### src/rtl/chan_iir_pkg.sv
package chan_iir_pkg;
  localparam int unsigned MIN_ARITH_LAT = 3;

  function automatic int unsigned idx_bits(int unsigned n);
    return (n <= 1) ? 1 : $clog2(n);
  endfunction
endpackage

### src/rtl/iir_dly_line.sv
module iir_dly_line #(
  parameter int unsigned W = 16,
  parameter int unsigned N = 4
) (
  input  logic         clk,
  input  logic         rst,
  input  logic         en,
  input  logic [W-1:0] d,
  output logic [W-1:0] q
);
  generate
    if (N == 0) begin : g_wire
      assign q = d;
    end else begin : g_regs
      logic [W-1:0] stg [N];
      always_ff @(posedge clk) begin
        if (rst) begin
          for (int i = 0; i < N; i++) stg[i] <= '0;
        end else if (en) begin
          stg[0] <= d;
          for (int i = 1; i < N; i++) stg[i] <= stg[i-1];
        end
      end
      assign q = stg[N-1];
    end
  endgenerate
endmodule

### src/rtl/iir_chan_seq.sv
module iir_chan_seq #(
  parameter int unsigned CHANS = 16,
  parameter int unsigned CH_W  = 4
) (
  input  logic            clk,
  input  logic            rst,
  input  logic            en,
  output logic [CH_W-1:0] ch
);
  localparam logic [CH_W-1:0] LAST = CH_W'(CHANS - 1);

  always_ff @(posedge clk) begin
    if (rst)        ch <= '0;
    else if (en)    ch <= (ch == LAST) ? '0 : ch + 1'b1;
  end
endmodule

### src/rtl/iir_arith.sv
module iir_arith #(
  parameter int unsigned DATA_W = 16,
  parameter int unsigned SHIFT  = 3,
  parameter int unsigned LAT    = 3
) (
  input  logic                     clk,
  input  logic                     rst,
  input  logic                     en,
  input  logic signed [DATA_W-1:0] x,
  input  logic signed [DATA_W-1:0] yprev,
  output logic signed [DATA_W-1:0] y
);
  localparam int unsigned TAIL = LAT - chan_iir_pkg::MIN_ARITH_LAT;

  logic signed [DATA_W:0]   diff_c, diff_q, step_q, sum_c;
  logic signed [DATA_W-1:0] base_q, base2_q, sum_q;
  logic        [DATA_W-1:0] tail_q;

  assign diff_c = $signed({x[DATA_W-1], x}) - $signed({yprev[DATA_W-1], yprev});

  // stage 1: difference and base
  always_ff @(posedge clk) begin
    if (rst) begin
      diff_q <= '0;
      base_q <= '0;
    end else if (en) begin
      diff_q <= diff_c;
      base_q <= yprev;
    end
  end

  // stage 2: weight by power of two
  always_ff @(posedge clk) begin
    if (rst) begin
      step_q  <= '0;
      base2_q <= '0;
    end else if (en) begin
      step_q  <= diff_q >>> SHIFT;
      base2_q <= base_q;
    end
  end

  // stage 3: accumulate
  assign sum_c = $signed({base2_q[DATA_W-1], base2_q}) + step_q;

  always_ff @(posedge clk) begin
    if (rst)      sum_q <= '0;
    else if (en)  sum_q <= sum_c[DATA_W-1:0];
  end

  // extra balancing stages when LAT exceeds the minimum
  iir_dly_line #(.W(DATA_W), .N(TAIL)) u_tail (
    .clk(clk), .rst(rst), .en(en), .d(sum_q), .q(tail_q)
  );

  assign y = $signed(tail_q);
endmodule

### src/rtl/chan_iir_smoother.sv
module chan_iir_smoother #(
  parameter int unsigned CHANS     = 16,
  parameter int unsigned ARITH_LAT = 3,
  parameter int unsigned DATA_W    = 16,
  parameter int unsigned SHIFT     = 3,
  parameter int unsigned CH_W      = chan_iir_pkg::idx_bits(CHANS)
) (
  input  logic                     clk,
  input  logic                     rst,
  input  logic                     en,
  input  logic signed [DATA_W-1:0] din,
  output logic signed [DATA_W-1:0] dout,
  output logic        [CH_W-1:0]   dout_ch
);
  localparam int unsigned FB_DEPTH = CHANS - ARITH_LAT;

  generate
    if (ARITH_LAT < chan_iir_pkg::MIN_ARITH_LAT || CHANS < ARITH_LAT) begin : g_bad_cfg
      $error("chan_iir_smoother: need CHANS >= ARITH_LAT >= 3");
    end
  endgenerate

  logic        [CH_W-1:0]   in_ch;
  logic signed [DATA_W-1:0] y_res;
  logic        [DATA_W-1:0] fb_q;
  logic signed [DATA_W-1:0] y_prev;
  logic        [CH_W-1:0]   ch_q;

  iir_chan_seq #(.CHANS(CHANS), .CH_W(CH_W)) u_seq (
    .clk(clk), .rst(rst), .en(en), .ch(in_ch)
  );

  iir_arith #(.DATA_W(DATA_W), .SHIFT(SHIFT), .LAT(ARITH_LAT)) u_arith (
    .clk(clk), .rst(rst), .en(en), .x(din), .yprev(y_prev), .y(y_res)
  );

  // loop padding: arithmetic latency + FB_DEPTH = CHANS enabled clocks
  iir_dly_line #(.W(DATA_W), .N(FB_DEPTH)) u_fb (
    .clk(clk), .rst(rst), .en(en), .d(y_res), .q(fb_q)
  );
  assign y_prev = $signed(fb_q);

  iir_dly_line #(.W(CH_W), .N(ARITH_LAT)) u_ch_dly (
    .clk(clk), .rst(rst), .en(en), .d(in_ch), .q(ch_q)
  );

  assign dout    = y_res;
  assign dout_ch = ch_q;
endmodule

### config.mk
export PLATFORM = sky130hd
export DESIGN_NAME = chan_iir_smoother
export DESIGN_NICKNAME = d
export VERILOG_FILES = /design/src/rtl/chan_iir_pkg.sv /design/src/rtl/iir_dly_line.sv /design/src/rtl/iir_chan_seq.sv /design/src/rtl/iir_arith.sv /design/src/rtl/chan_iir_smoother.sv
export SDC_FILE = /design/constraint.sdc
export NUM_CORES = 1
export LEC_CHECK = 0
export CORE_MARGIN = 4
export CORE_UTILIZATION = 55
export CTS_CLUSTER_DIAMETER = 100
export DETAILED_ROUTE_END_ITERATION = 8
export PLACE_DENSITY = 0.74
export RECOVER_POWER = 25
export SETUP_SLACK_MARGIN = 0.05
export SLEW_MARGIN = 15
export SYNTH_ARGS = -nofsm -noshare
export SYNTH_HDL_FRONTEND = slang
export SYNTH_HIERARCHICAL = 1
export SYNTH_SLANG_ARGS = --single-unit
### constraint.sdc
create_clock -name clk -period 5.3 [get_ports clk]
set_input_delay 0.53 -clock clk [delete_from_list [all_inputs] [get_ports clk]]
set_output_delay 0.53 -clock clk [all_outputs]
set_load 0.05 [all_outputs]
Yosys cells after proc, flatten, opt, wreduce, memory -nomap -nowiden
Memory sizes are Yosys's and may differ from the RTL's.
Index checks and enable logic that the tools add are counted.
{"block": "op_classes", "n_addsub": 3, "eq_ne": 1, "mux": 22, "n_bitwise": 16}
{"operator": "16-bit 2-to-1 mux", "n": 13}
{"operator": "16-bit by 16-bit subtractor with 17-bit output", "n": 1}
{"operator": "16-bit by 14-bit adder with 16-bit output", "n": 1}
{"operator": "4-bit 2-to-1 mux", "n": 4}
{"operator": "1-bit bitwise OR", "n": 16}
{"operator": "1-bit 2-to-1 mux", "n": 5}
{"operator": "4-bit by 1-bit adder with 4-bit output, second input constant", "n": 1}
{"operator": "4-bit equality test, second input constant", "n": 1}
{"block": "word_totals", "reg_bits": 83, "ram_bits": 220, "inputBits": 19, "out_inout_bits": 20, "mem_count": 2}
{"name": "u_fb.g_regs.stg", "depth": 13, "width": 16, "read_ports": 13, "rd_ports_with_merged_regs": 0, "wr": 13, "line_no": "iir_dly_line.sv:15", "source": "logic [W-1:0] stg [N];"}
{"name": "u_ch_dly.g_regs.stg", "depth": 3, "width": 4, "read_ports": 3, "rd_ports_with_merged_regs": 0, "wr": 3, "line_no": "iir_dly_line.sv:15"}

Longest topological paths before layout
{"block": "depth", "depth_word": 4, "depth_mapped": 8, "ltp_nobuf": 8}

Modules after synthesis
Netlist, hierarchy kept.
{"module": "iir_dly_line (u_fb)", "instances": 1, "cells_each": 457, "area_per_inst_um2": 8239.2, "seq_area_each_um2": 6246.0}
{"module": "iir_arith", "instances": 1, "cells_each": 463, "area_per_inst_um2": 4108.9, "seq_area_each_um2": 1521.5}
{"module": "iir_dly_line (u_ch_dly)", "instances": 1, "cells_each": 31, "area_per_inst_um2": 523.0, "seq_area_each_um2": 360.3}
{"module": "iir_chan_seq", "instances": 1, "cells_each": 19, "area_per_inst_um2": 173.9, "seq_area_each_um2": 80.1}
{"module": "iir_dly_line (u_arith.u_tail)", "instances": 1, "cells_each": 16, "area_per_inst_um2": 120.1, "seq_area_each_um2": 0.0}

Worst setup path after synthesis
No wires, ideal clock.
{"block": "synth_timing", "kind": "input to register", "start": "in rst", "end": "mem u_fb.g_regs.stg[0][0] (enable)", "t_arrival_ps": 3491, "required_time_ps": 4818, "slack_ps": 1327, "path_stages": 3, "cell_sequence": "buf_4 clkbuf_1 or2_2"}
{"element": "start: declaration", "line_no": "chan_iir_smoother.sv:9", "source": "input logic rst,"}
{"element": "end: declaration", "line_no": "iir_dly_line.sv:15"}

==> summary.md <==
| Metric | Value |
|---|---|
| WL/cell | 17.05 µm |
| Net Sw Power | 1.145 mW |
| Crit path kind | primary input to flop |
| Distinct cells, synth | 64 |
| Leak pwr | 6.427 nW |
| Core area | 23540 µm² |
| CP max stage delay | 2030 ps |
| Clk_lat worst skew | 550 ps |
| Post-CTS setup buffer count | 0 |
| Gate Count Post-Synth | 986 |
| Worst-margin pin slew | 2800 ps |
| Final hold vios | 0 |
| Sequential power share | 51.8% |
| Hold_sp | en |
| Pin count of the biggest net entering global routing | 116 |
| Ant. Diodes | 0 |
| Status | finished, violations left |
| Die Height | 162.7 µm |
| Worst-path cell chain | buf_6 -> clkbuf_1 -> a41oi_1 -> nor2_1 |
| Clock Tree Buf Depth | 3 |
| 1st-iter DRT viols | 708 |
| Worst Hold Class | primary input to flop |
| Cts bufs inserted | 30 |
| Final instance area | 14520 µm² |
| Synthesized flop and latch total | 300 |
| Die area | 26480 µm² |
| Reg-to-Reg End | u_arith/diff_q[12] |
| Die width | 162.7 µm |
| CTS Sinks | 300 |
| Final Max Slew Viols | 83 |
| Critical path data arrival time | 3500 ps |
| Share of layout cells above drive strength 1 | 6.375% |
| Max cap viols | 2 |
| WP data required | 5770 ps |
| Clock Skew | 10.30 ps |
| Slowest cell on the critical path | clkbuf_1 |
| Crit path depth | 4 |
| Routability-driven placement congestion ratio | 0.7839 |
| Number of remaining DRC errors | 0 |
| Via/cell ratio | 5.530 |
| Power density over the cells | 362.0 nW/µm² |
| Internal reg-to-reg setup slack | 2990 ps |
| First-pass GRT wire length | 36.10 mm |
| Type of origin of the critical path | primary input |
| Worst R2R Path Depth | 8 |
| Syn Area/Cell | 13.35 µm² |
| Initial antenna violation count | 0 |
| Total wire length | 22.56 mm |
| Cell Area, Synth | 13170 µm² |
| Initial Util | 55.92% |
| Int Pwr | 4.110 mW |
| Final setup violating endpoints | 0 |
| CP top delay family | buffers and inverters |
| Via count | 7316 |
| H-tree Lvls | 1 |
| 1st-pass router iterations | 5 |
| Area growth syn-to-layout | 10.27% |
| NumNets Final | 1031 |
| # hold bufs at CTS | 0 |
| CTS tree | done |
| Clock root buffer | clkbuf_16 |
| Top_reg_cell synth | edfxtp_1 |
| Dpl cell area | 13510 µm² |
| Net count after synthesis | 1037 |
| CP endpoint kind | flop |
| Vias in the first global route | 6862 |
| Layout Cells excl Fill | 1323 |
| Pre-CTS setup slack | 2540 ps |
| Clk pin slew, worst setup/hold paths | 60 ps |
| Post-synth EDFFs | 220 |
| RSZ-0062 raised after global routing | false |
| Cells after DPL | 1267 |
| Buf+Inv Stages, Crit Path | 2 |
| GRT Util Overall | 16.71% |
| Failing checks | capacitance limit, slew limit |
| Slew HR | -86.64% |
| Resized cells post-CTS | 0 |
| Switch share | 21.78% |
| Combinational share of power | 7.3% |
| Setup TNS | 0 ps |
| ANT nets after route | 0 |
| FP Rows | 56 |
| Final WS setup | 2276 ps |
| Worst hold stages | 3 |
| Port bufs | 38 |
| Period utilisation layout | 57.07% |
| Fmax | 0.3306 GHz |
| Filler cell count | 1837 |
| Io pins | 39 |
| Yosys Warn Count | 6 |
| Grt total ovfl | 0 |
| Hold slack | 459.0 ps |
| RR Startpoint | u_fb/g_regs.stg[3][6] |
| Hold Path End | u_seq/ch[0] |
| Post-route minimum period | 3024 ps |
| Sequential share of the synthesized area | 62.35% |
| Power share of the clock group | 40.9% |
| Ys async rst share | 0% |
| DP Wirelength | 13.11 mm |
| Maximum VDD drop | 0.2424 mV |
| Worst Path Max Fanout | 70 |
per-layer routing:
layer	global-route usage, %	share of wire (%)	vias up
met3	2.759	4.2	40
met2	24.89	44	157
li1	-	-	3606
met4	4.804	2.3	0
met5	0	0	-
met1	25.52	49	3513
synth_stat cells, drive strengths merged (22+ instances only):
cell | count | area (µm²)
nand2 | 25 | 93.84
nand3 | 22 | 110.1
nor2 | 66 | 247.7
nor2b | 37 | 231.5
dfxtp | 80 | 1602
and3b | 172 | 1509
clkbuf | 32 | 120.1
buf | 53 | 410.4
mux2i | 55 | 550.5
edfxtp | 220 | 6606
a21oi | 32 | 167.7
ha | 31 | 387.9
metrics by stage:
stage	power (mW)	util [%]
after floorplan	3.056	-
after global placement	3.146	57.39
after detailed placement	3.154	57.39
after CTS	5.319	61.72
after global routing	5.473	61.67
final	5.255	61.67
tightest hold or removal path, delay by kind of cell:
family | cells | cell delay (ps)
buffers and inverters | 1 | 220
and+or+nand+nor | 1 | 140
AOI/OAI and AO/OA | 1 | 50
flip-flops by register name, summed over array words and instances (netlist names):
register	cells
u_fb/g_regs.stg	208
u_arith/base2_q	16
u_arith/base_q	16
u_arith/sum_q	16
u_arith/diff_q	14
u_arith/step_q	14
u_ch_dly/g_regs.stg	12
u_seq/ch	4
cells by family after synthesis:
family | count (synthesis) | share of synthesized area [%]
simple gates | 378 | 19.55
buf+inv | 107 | 4.657
mux | 55 | 4.182
flops | 300 | 62.35
fa+ha+maj | 32 | 3.098
compound gates | 103 | 5.436
xor+xnor | 11 | 0.7318
cells in the final DEF (no fill, tap or decap), drive strengths merged, types with 3 or more instances in the layout:
master,instances
nand3,22
nand3b,5
o21a,5
nand2,25
and3b,172
a21oi,32
nor2,66
clkdlybuf4s50,36
ha,31
xnor2,5
mux2i,55
and3,6
and2b,13
a21o,10
xor2,6
o311ai,5
edfxtp,220
a31o,3
buf,9
nand4,6
nor3,11
bufinv,3
dfxtp,80
o21ai,15
a31oi,3
a211oi,3
clkbuf,49
inv,21
nor2b,37
nand2b,3
clkinv,6
or2,3
a211o,3
power by group through the flow:
stage               Clock, mW  Sequential, mW  Combinational, mW
floorplan                   0            2.75              0.308
global route             2.31            2.74              0.425
detailed placement          0            2.77              0.381
global placement            0            2.77              0.376
CTS                      2.21            2.72              0.385
finish                   2.15            2.72              0.383
how the worst max path moves through the flow:
stage / slack, ps / endpoint / start
2_1_floorplan: 1330 / u_fb/g_regs.stg[0][0] / rst
3_3_place_gp: 2570 / u_fb/g_regs.stg[1][9] / rst
3_5_place_dp: 2540 / u_arith/diff_q[12] / din[6]
4_1_cts: 2890 / dout[7] / u_arith/sum_q[7]
5_1_grt: 1850 / u_arith/diff_q[7] / en
6_report: 2280 / u_arith/diff_q[7] / en
layout make-up:
type                       instances  area, µm²  area share [%]
clock buffer                      47      885.9           6.102
clock inverter                     9      133.9          0.9222
inverter                          22      82.58          0.5688
multi-input combinational        579       4344           29.92
sequential                       300       8208           56.54
tap                              319      399.1           2.749
timing repair buffer              47      464.2           3.197
Power figures use the tool's default switching activity.
